**src/rtl/sdram_chk_pkg.sv**
```systemverilog
package sdram_chk_pkg;

  typedef enum logic [3:0] {
    CMD_NOP, CMD_ACT, CMD_RD, CMD_WR, CMD_PRE,
    CMD_REF, CMD_SREF, CMD_MRS, CMD_BST
  } cmd_e;

  typedef enum logic [1:0] {
    BK_IDLE, BK_OPEN, BK_AP_BURST
  } bank_st_e;

  typedef enum logic [2:0] {
    ERR_NONE         = 3'd0,
    ERR_NOT_IDLE     = 3'd1,
    ERR_NOT_OPEN     = 3'd2,
    ERR_ALREADY_OPEN = 3'd3,
    ERR_TIMING       = 3'd4,
    ERR_AP_LOCK      = 3'd5,
    ERR_MRS_GAP      = 3'd6,
    ERR_SREF_EXIT    = 3'd7
  } err_e;

endpackage

```
**src/rtl/sdram_bank_fsm.sv**
```systemverilog
module sdram_bank_fsm
  import sdram_chk_pkg::*;
#(
  parameter int unsigned CNT_W     = 3,
  parameter int unsigned BURST_LEN = 4,
  parameter int unsigned T_RP      = 3,
  parameter int unsigned T_RCD     = 3
) (
  input  logic     clk_i,
  input  logic     rst_ni,
  input  logic     act_i,
  input  logic     rdwr_i,
  input  logic     ap_i,
  input  logic     pre_i,
  input  logic     bst_i,
  output bank_st_e st_o,
  output logic     tdone_o
);
  localparam logic [CNT_W-1:0] RCD_LD = CNT_W'(T_RCD - 1);
  localparam logic [CNT_W-1:0] RP_LD  = CNT_W'(T_RP - 1);
  localparam logic [CNT_W-1:0] BL_LD  = CNT_W'(BURST_LEN - 1);

  bank_st_e         st_q;
  logic [CNT_W-1:0] cnt_q;

  always_ff @(posedge clk_i or negedge rst_ni) begin
    if (!rst_ni) begin
      st_q  <= BK_IDLE;
      cnt_q <= '0;
    end else begin
      unique case (st_q)
        BK_IDLE: begin
          if (act_i) begin
            st_q  <= BK_OPEN;
            cnt_q <= RCD_LD;
          end else if (cnt_q != '0) begin
            cnt_q <= cnt_q - 1'b1;
          end
        end
        BK_OPEN: begin
          if (pre_i) begin
            st_q  <= BK_IDLE;
            cnt_q <= RP_LD;
          end else if (rdwr_i && ap_i) begin
            st_q  <= BK_AP_BURST;
            cnt_q <= BL_LD;
          end else if (cnt_q != '0) begin
            cnt_q <= cnt_q - 1'b1;
          end
        end
        BK_AP_BURST: begin
          if (cnt_q == '0) begin
            st_q  <= BK_IDLE;
            cnt_q <= RP_LD;
          end else if (bst_i) begin
            cnt_q <= '0;
          end else begin
            cnt_q <= cnt_q - 1'b1;
          end
        end
        default: begin
          st_q  <= BK_IDLE;
          cnt_q <= '0;
        end
      endcase
    end
  end

  assign st_o    = st_q;
  assign tdone_o = (cnt_q == '0);
endmodule

```
**config.mk**
```make
export PLATFORM = sky130hd
export DESIGN_NAME = sdram_bank_fsm
export DESIGN_NICKNAME = d
export VERILOG_FILES = /design/src/rtl/sdram_chk_pkg.sv /design/src/rtl/sdram_bank_fsm.sv
export SDC_FILE = /design/constraint.sdc
export NUM_CORES = 1
export LEC_CHECK = 0
export ABC_AREA = 1
export ABC_CLOCK_PERIOD_IN_PS = 1300
export BUFFER_PORTS_ARGS = -buffer_cell sky130_fd_sc_hd__buf_2
export CAP_MARGIN = 40
export CORE_AREA = 5 5 42 44
export DETAILED_ROUTE_END_ITERATION = 12
export DIE_AREA = 0 0 47 49
export SLEW_MARGIN = 0
export SYNTH_ARGS = -nofsm -noshare
export SYNTH_HDL_FRONTEND = slang
export SYNTH_SLANG_ARGS = --single-unit
```
**constraint.sdc**
```tcl
create_clock -name clk_i -period 1.3 [get_ports clk_i]
set_clock_uncertainty 0.2 [all_clocks]
set_input_delay 0.13 -clock clk_i [delete_from_list [all_inputs] [get_ports clk_i]]
set_output_delay 0.13 -clock clk_i [all_outputs]
set_load 0.005 [all_outputs]
```
==> results of run 1 <==
## logic make-up (layout without fill, tap and decap cells)
logic type / Yosys count / in the layout / share of synthesized area
flip-flops: 5 / 5 / 0.339
AO/OA/AOI/OAI: 7 / 7 / 0.112
buffers and inverters: 11 / 35 / 0.112
AND/OR/NAND/NOR: 31 / 31 / 0.369
adder cells (fa/ha/maj): 2 / 2 / 0.0678
## cell usage after synthesis
| master | instances | area share |
|---|---|---|
| nand3_1 | 4 | 0.054 |
| o21ai_0 | 1 | 0.014 |
| inv_1 | 9 | 0.092 |
| nor2_2 | 4 | 0.068 |
| nor2_1 | 6 | 0.061 |
| inv_2 | 2 | 0.020 |
| o31ai_1 | 1 | 0.020 |
| nand2_1 | 15 | 0.15 |
| a21oi_1 | 3 | 0.041 |
| ha_1 | 2 | 0.068 |
| a21oi_2 | 1 | 0.024 |
| o21ai_1 | 1 | 0.014 |
| nand2_2 | 2 | 0.034 |
| dfrtp_1 | 5 | 0.34 |
## how the worst min path moves through the flow
stage	end	start	slack (ns)
floorplan	cnt_q[0]$_DFF_PN0_	rst_ni	-0.37
global placement	st_o[0]$_DFFE_PN0P_	rst_ni	-0.25
detailed placement	cnt_q[1]$_DFF_PN0_	rst_ni	-0.25
CTS	cnt_q[2]$_DFF_PN0_	rst_ni	0.02
global route	cnt_q[2]$_DFF_PN0_	rst_ni	0.06
finish	cnt_q[2]$_DFF_PN0_	rst_ni	0.02
## layout make-up
| cell class | count | area, um2 |
|---|---|---|
| fillers | 154 | 782 |
| well taps | 16 | 20.0 |
| repair buffers | 20 | 144 |
| flip-flops and latches | 5 | 125 |
| clock buffers | 4 | 26.3 |
| inverters | 11 | 41.3 |
| multi-input cells | 40 | 263 |
## through the flow
stage / util / TNS, ns / total power [W] / instances
2_1_floorplan: - / 0 / 0.000644 / 56
3_5_place_dp: 0.324 / -0.149 / 0.000805 / 83
3_3_place_gp: 0.324 / -0.0815 / 0.000797 / 83
4_1_cts: 0.415 / -0.315 / 0.00119 / 95
5_1_grt: 0.442 / -0.573 / 0.00142 / 96
6_report: 0.442 / -0.312 / 0.00130 / 96
## report_power, final
group	switching (W)	internal (W)	total, W	leakage [nW]
Clock	0.0000680	0.000116	0.000184	0.0150
Sequential	0.0000503	0.000211	0.000261	0.0636
Combinational	0.000450	0.000408	0.000859	0.240
## critical path: cells and delay by family, from the launching register on
kind	cells	cell delay (ns)
flops	1	0.38
buf+inv	3	0.24
fa+ha+maj	1	0.15
simple gates	1	0.08
## registers in the layout, indices dropped and copies added (netlist names)
signal / cells
cnt_q: 3
st_o: 2
## metal layers
metal,share of wire,vias to the layer above
met4,0.031,0
li1,-,219
met5,0,-
met3,0.049,3
met1,0.34,182
met2,0.58,9
## repair_timing
item | in CTS | in global routing
gates resized for setup | 10 | 7
pin swaps | 3 | 5
endpoints found under the hold margin | 7 | 0
hold buffers | 5 | 0
setup endpoints to repair | 4 | 5
setup buffers | 3 | 1
==> out/qor.yml, run 1 <==
cells_and_area:
  diodes: 0
  area_delta_synth_final_pct: 67.8
  drive_gt1_frac: 0.500
  layout.nets: 90
  final_common_cell: "nand2_1"
  layout_common_cells: "nand2_1 (12), buf_2 (9), inv_1 (6), nor2_1 (6)"
  design_area_um2: 619
die:
  num_rows: 14
  io_pins: 10
  die_width_um: 47
  fp.coreArea_um2: 1400
  die_h_um: 49
  initial_core_util: 0.263
  die-area_um2: 2300
clock_tree:
  clk_pin_slew_ns: 0.05
  ctsHtreeMaxLevel: 1
  cts_buffer_depth: 2
  cts_tree: "done"
  root_buffer: "clkbuf_4"
  cts_inserted_buffers: 3
  clkSinkCount: 5
  clock_latency_ns: 0.25
placed_design:
  gp_congestion: 0.742
  pre_cts_slack_ns: -0.0741
  placed_area_um2: 454
  dp_hpwl_um: 685
  port_buffers: 9
routing:
  drc: 0
  ant_nets: 0
  viasPerCell: 4.30
  vias: 413
  drtPass1Iterations: 3
  drt_iter0_markers: 9
  wl_per_cell_um: 9.83
  wl_um: 944
global_route:
  grt_max_degree: 7
  grt_util_met3: 0.0258
  grt_use_total: 0.0982
  busiest_layer: "met2"
  first_global_vias: 400
  grt_util_met1: 0.102
  antenna_found_initial: 0
  overflow: 0
  gr-usage-met2: 0.161
  grt_pass1_wl_um: 1570
pwr:
  vdd_ir_drop_max_v: 0.000680
  powerDensity_nw_per_um2: 2110
  power_leakage_nw: 0.318
critical_path:
  r2r_end: "cnt_q[1]$_DFF_PN0_"
  start_kind: "register"
  crit_chain: "inv_2, ha_4, inv_2, nor2_4, buf_2"
  worstSetupPathType: "register to output pin"
  critPathArrivalTime_ns: 1.10
  worstPathMaxFanout: 3
  worstPathRequired_ns: 0.97
  crit_path_max_incr_delay_ns: 0.38
  r2r_slack_ns: -0.08
  critPathCapture: "tdone_o"
  crit_top_cell: "inv_2"
  crit_start: "cnt_q[0]$_DFF_PN0_"
  r2r_cells: 8
  worstReg2RegStart: "cnt_q[0]$_DFF_PN0_"
  cp-end-kind: "output pin"
  worst_path_max_delay_cell: "dfrtp_1"
sta:
  hold_viol: 0
  fin_crit_sh: 1.10
  max_slew_margin: 0.856
  setup_viol: 4
  rsz0062_at_grt: "true"
  tightest_slew_ns: 0.216
  max_freq_mhz: 699
  timing.final.ws_setup_ns: -0.130
  maxSlewViolCount: 0
  timing.hold.ws_ns: 0.0208
  fin_crit_ns: 1.43
hold_path:
  hold_class: "input pin to async pin"
status:
  status: "finished with violations"
  violations: "negative setup slack"
synth:
  synth_warnings: 0
  ys_ff_latch: 5
  syn_nets: 65
  ys_types: 14
  synthCells: 56
  syn_area_per_cell_um2: 6.59
  seq_area_frac_synth: 0.339
  netlist_area_um2: 369
run:
  drv_cap: 0
No activity file was read; power rests on OpenSTA's default activity.
==> run 2: changes to the inputs <==
--- a/config.mk
+++ b/config.mk
@@ -12,6 +12,7 @@
 export CORE_AREA = 5 5 42 44
 export DETAILED_ROUTE_END_ITERATION = 12
 export DIE_AREA = 0 0 47 49
+export PLACE_DENSITY_LB_ADDON = 0.05
 export SLEW_MARGIN = 0
 export SYNTH_ARGS = -nofsm -noshare
 export SYNTH_HDL_FRONTEND = slang
==> run 2 against run 1 <==
  * The run still ends with negative setup slack left
  * Sequential share of layout area rose by 2.2 points
  * Die area unchanged
  * Combinational power is 15% lower
  * Worst setup slack improved by 0.013 ns
  * Cell count fell by 3.1%
  * Global-route usage down 0.64 points
  * Critical path depth is the same
  * Sequential power grew 5%
  * Largest power group unchanged
==> out/qor.yml, run 2 (synthesis gave the netlist of run 1 again) <==
sta:
  rsz0062_at_grt: "true"
  max_slew_margin: 0.854  # -0.00208
  fin_crit_ns: 1.42  # -0.0128 ns
  maxSlewViolCount: 0  # unchanged
  timing.final.ws_setup_ns: -0.117  # +0.0128 ns
  hold_viol: 0  # unchanged
  fin_crit_sh: 1.09  # -0.00984
  tns_ns: -0.247  # +0.0644 ns
  setup_viol: 5  # +1
  max_freq_mhz: 706  # +0.90%
  tightest_slew_ns: 0.219  # +0.00312 ns
die:
  num_rows: 14  # unchanged
  fp.coreArea_um2: 1400  # unchanged
  die-area_um2: 2300  # unchanged
  initial_core_util: 0.263  # unchanged
  io_pins: 10  # unchanged
  die_width_um: 47  # unchanged
  die_h_um: 49  # unchanged
critical_path:
  worstPathMaxFanout: 3  # unchanged
  critPathCapture: "tdone_o"
  crit_buf_inv: 3  # unchanged
  cp-end-kind: "output pin"
  worstPathRequired_ns: 0.97  # about the same
  r2r_cells: 9  # +1
  worst_path_max_delay_cell: "dfrtp_1"
  worstReg2RegStart: "cnt_q[1]$_DFF_PN0_"
  crit_start: "cnt_q[0]$_DFF_PN0_"
  critPathArrivalTime_ns: 1.09  # about the same
  critPathTopFamily: "flip-flops"
  r2r_end: "cnt_q[0]$_DFF_PN0_"
  crit_chain: "inv_2, ha_4, inv_2, nor2_4, buf_2"
  crit_path_max_incr_delay_ns: 0.38  # about the same
  critical_path_depth: 5  # unchanged
  r2r_slack_ns: -0.05  # +0.03 ns
  crit_top_cell: "inv_2"
  start_kind: "register"
  worstSetupPathType: "register to output pin"
clock_tree:
  root_buffer: "clkbuf_4"
  cts_tree: "done"
  ctsHtreeMaxLevel: 1  # unchanged
  cts_buffer_depth: 2  # unchanged
  clkSinkCount: 5  # unchanged
  cts_inserted_buffers: 3  # unchanged
  clock_latency_ns: 0.25  # about the same
  clk_pin_slew_ns: 0.05  # about the same
cells_and_area:
  top_register: "cnt_q"
  fillerInstances: 167  # +8.4%
  design_area_um2: 558  # -9.9%
  drive_gt1_frac: 0.429  # -0.0714
  final_common_cell: "nand2_1"
  layout.nets: 87  # -3.3%
  diodes: 0  # unchanged
  largest_reg_flops: 3  # unchanged
  layout_common_cells: "nand2_1 (14), buf_2 (9), inv_1 (6), nor2_1 (6), buf_4 (6)"
  area_delta_synth_final_pct: 51.2
routing:
  drtPass1Iterations: 4  # +1
  drt_iter0_markers: 3  # -6
  vias: 409  # -0.97%
  ant_nets: 0  # unchanged
  wl_per_cell_um: 10.6  # +8.1%
  drc: 0  # unchanged
  viasPerCell: 4.40  # +2.2%
  wl_um: 989  # +4.8%
global_route:
  grt_util_met3: 0.0221  # -0.00369
  first_global_vias: 363  # -9.3%
  gr-usage-met2: 0.131  # -0.0294
  grt_util_met1: 0.120  # +0.0175
  antenna_found_initial: 0  # unchanged
  busiest_layer: "met2"
  overflow: 0  # unchanged
  grt_max_degree: 7  # unchanged
  grt_pass1_wl_um: 1500  # -4.4%
  grt_use_total: 0.0918  # -0.00643
pwr:
  vdd_ir_drop_max_v: 0.000636  # -6.4%
  seq_power_share: 0.231  # +0.031
  powerDensity_nw_per_um2: 2130  # +0.99%
  p_clk_frac: 0.156  # +0.015
  power_leakage_nw: 0.293  # -8.0%
  p_sw_frac: 0.420  # -0.0157
  intPower_w: 0.000688  # -6.5%
  netSwitchingPower_w: 0.000499  # -12%
  p_comb_frac: 0.613  # -0.046
status:
  violations: "negative setup slack"
  status: "finished with violations"
run:
  drv_cap: 0  # unchanged
placed_design:
  placed_area_um2: 454  # unchanged
  port_buffers: 9  # unchanged
  gp_congestion: 0.715  # -3.5%
  dp_hpwl_um: 739  # +7.9%
hold_path:
  hold_class: "input pin to register"
-- run 2: cell types whose count changed in the layout (fill, tap and decap cells not counted), moves of 2 or more --
| cell | previous run | this run |
|---|---|---|
| a21oi_1 | 1 | 3 |
| a21oi_2 | 3 | 1 |
| dlygate4sd3_1 | 5 | 2 |
| nand2_1 | 12 | 14 |
| nand2_4 | 2 | 0 |
| nand3_1 | 1 | 4 |
| nand3_2 | 3 | 0 |
-- run 2: layout make-up --
class | instances | area, um2 | area share
Sequential cell | 5 | 125 | 0.224
Tap cell | 16 | 20.0 | 0.0359
Timing Repair Buffer | 17 | 110 | 0.197
Inverter | 11 | 41.3 | 0.0740
Multi-Input combinational cell | 40 | 235 | 0.422
Clock buffer | 4 | 26.3 | 0.0471
-- run 2: power groups by stage --
stage	combinational, W	sequential [W]	clock, W
2_1_floorplan	0.000383	0.000262	0
3_3_place_gp	0.000558	0.000273	0
3_5_place_dp	0.000552	0.000273	0
4_1_cts	0.000646	0.000275	0.000192
5_1_grt	0.000823	0.000281	0.000199
6_report	0.000727	0.000274	0.000186
-- run 2: timing repair --
action,in CTS,in global routing
hold buffers,2,0
pin swaps,2,3
setup buffers,1,3
hold endpoints to repair,6,0
endpoints found under the setup margin,5,5
resized for setup,5,3
-- run 2: how the worst min path moves through the flow --
| stage | slack (ns) | cells past startpoint | start | to |
|---|---|---|---|---|
| 2_1_floorplan | -0.37 | 0 | rst_ni | cnt_q[0]$_DFF_PN0_ |
| 3_3_place_gp | -0.24 | 1 | rst_ni | cnt_q[2]$_DFF_PN0_ |
| 3_5_place_dp | -0.24 | 1 | rst_ni | cnt_q[2]$_DFF_PN0_ |
| 4_1_cts | 0.003 | 3 | ap_i | st_o[1]$_DFFE_PN0P_ |
| 5_1_grt | 0.02 | 5 | pre_i | cnt_q[1]$_DFF_PN0_ |
| 6_report | 0.005 | 4 | pre_i | st_o[1]$_DFFE_PN0P_ |
-- run 2: worst reg2reg max path, cell delays in order (launching register included) --
cell,delay [ns]
dfrtp_1,0.36
inv_2,0.06
ha_4,0.16
inv_2,0.06
nor2_4,0.03
buf_4,0.14
nand2_1,0.05
nand2_1,0.05
nor2_1,0.09
nor2_1,0.04
-- run 2: per-layer routing --
metal	vias up	part of all wire
met5	-	0
met3	2	0.026
li1	215	-
met1	185	0.46
met4	0	0.013
met2	7	0.50
-- run 2: metrics by stage --
step	power (W)	utilization	hold slack, ns	std cells	setup WS, ns
floorplan	0.000644	-	-0.366	56	0.0249
global placement	0.000831	0.324	-0.241	83	-0.0895
detailed placement	0.000825	0.324	-0.240	83	-0.103
CTS	0.00111	0.371	0.00322	90	-0.157
global route	0.00130	0.398	0.0212	93	-0.169
finish	0.00119	0.398	0.00507	93	-0.117
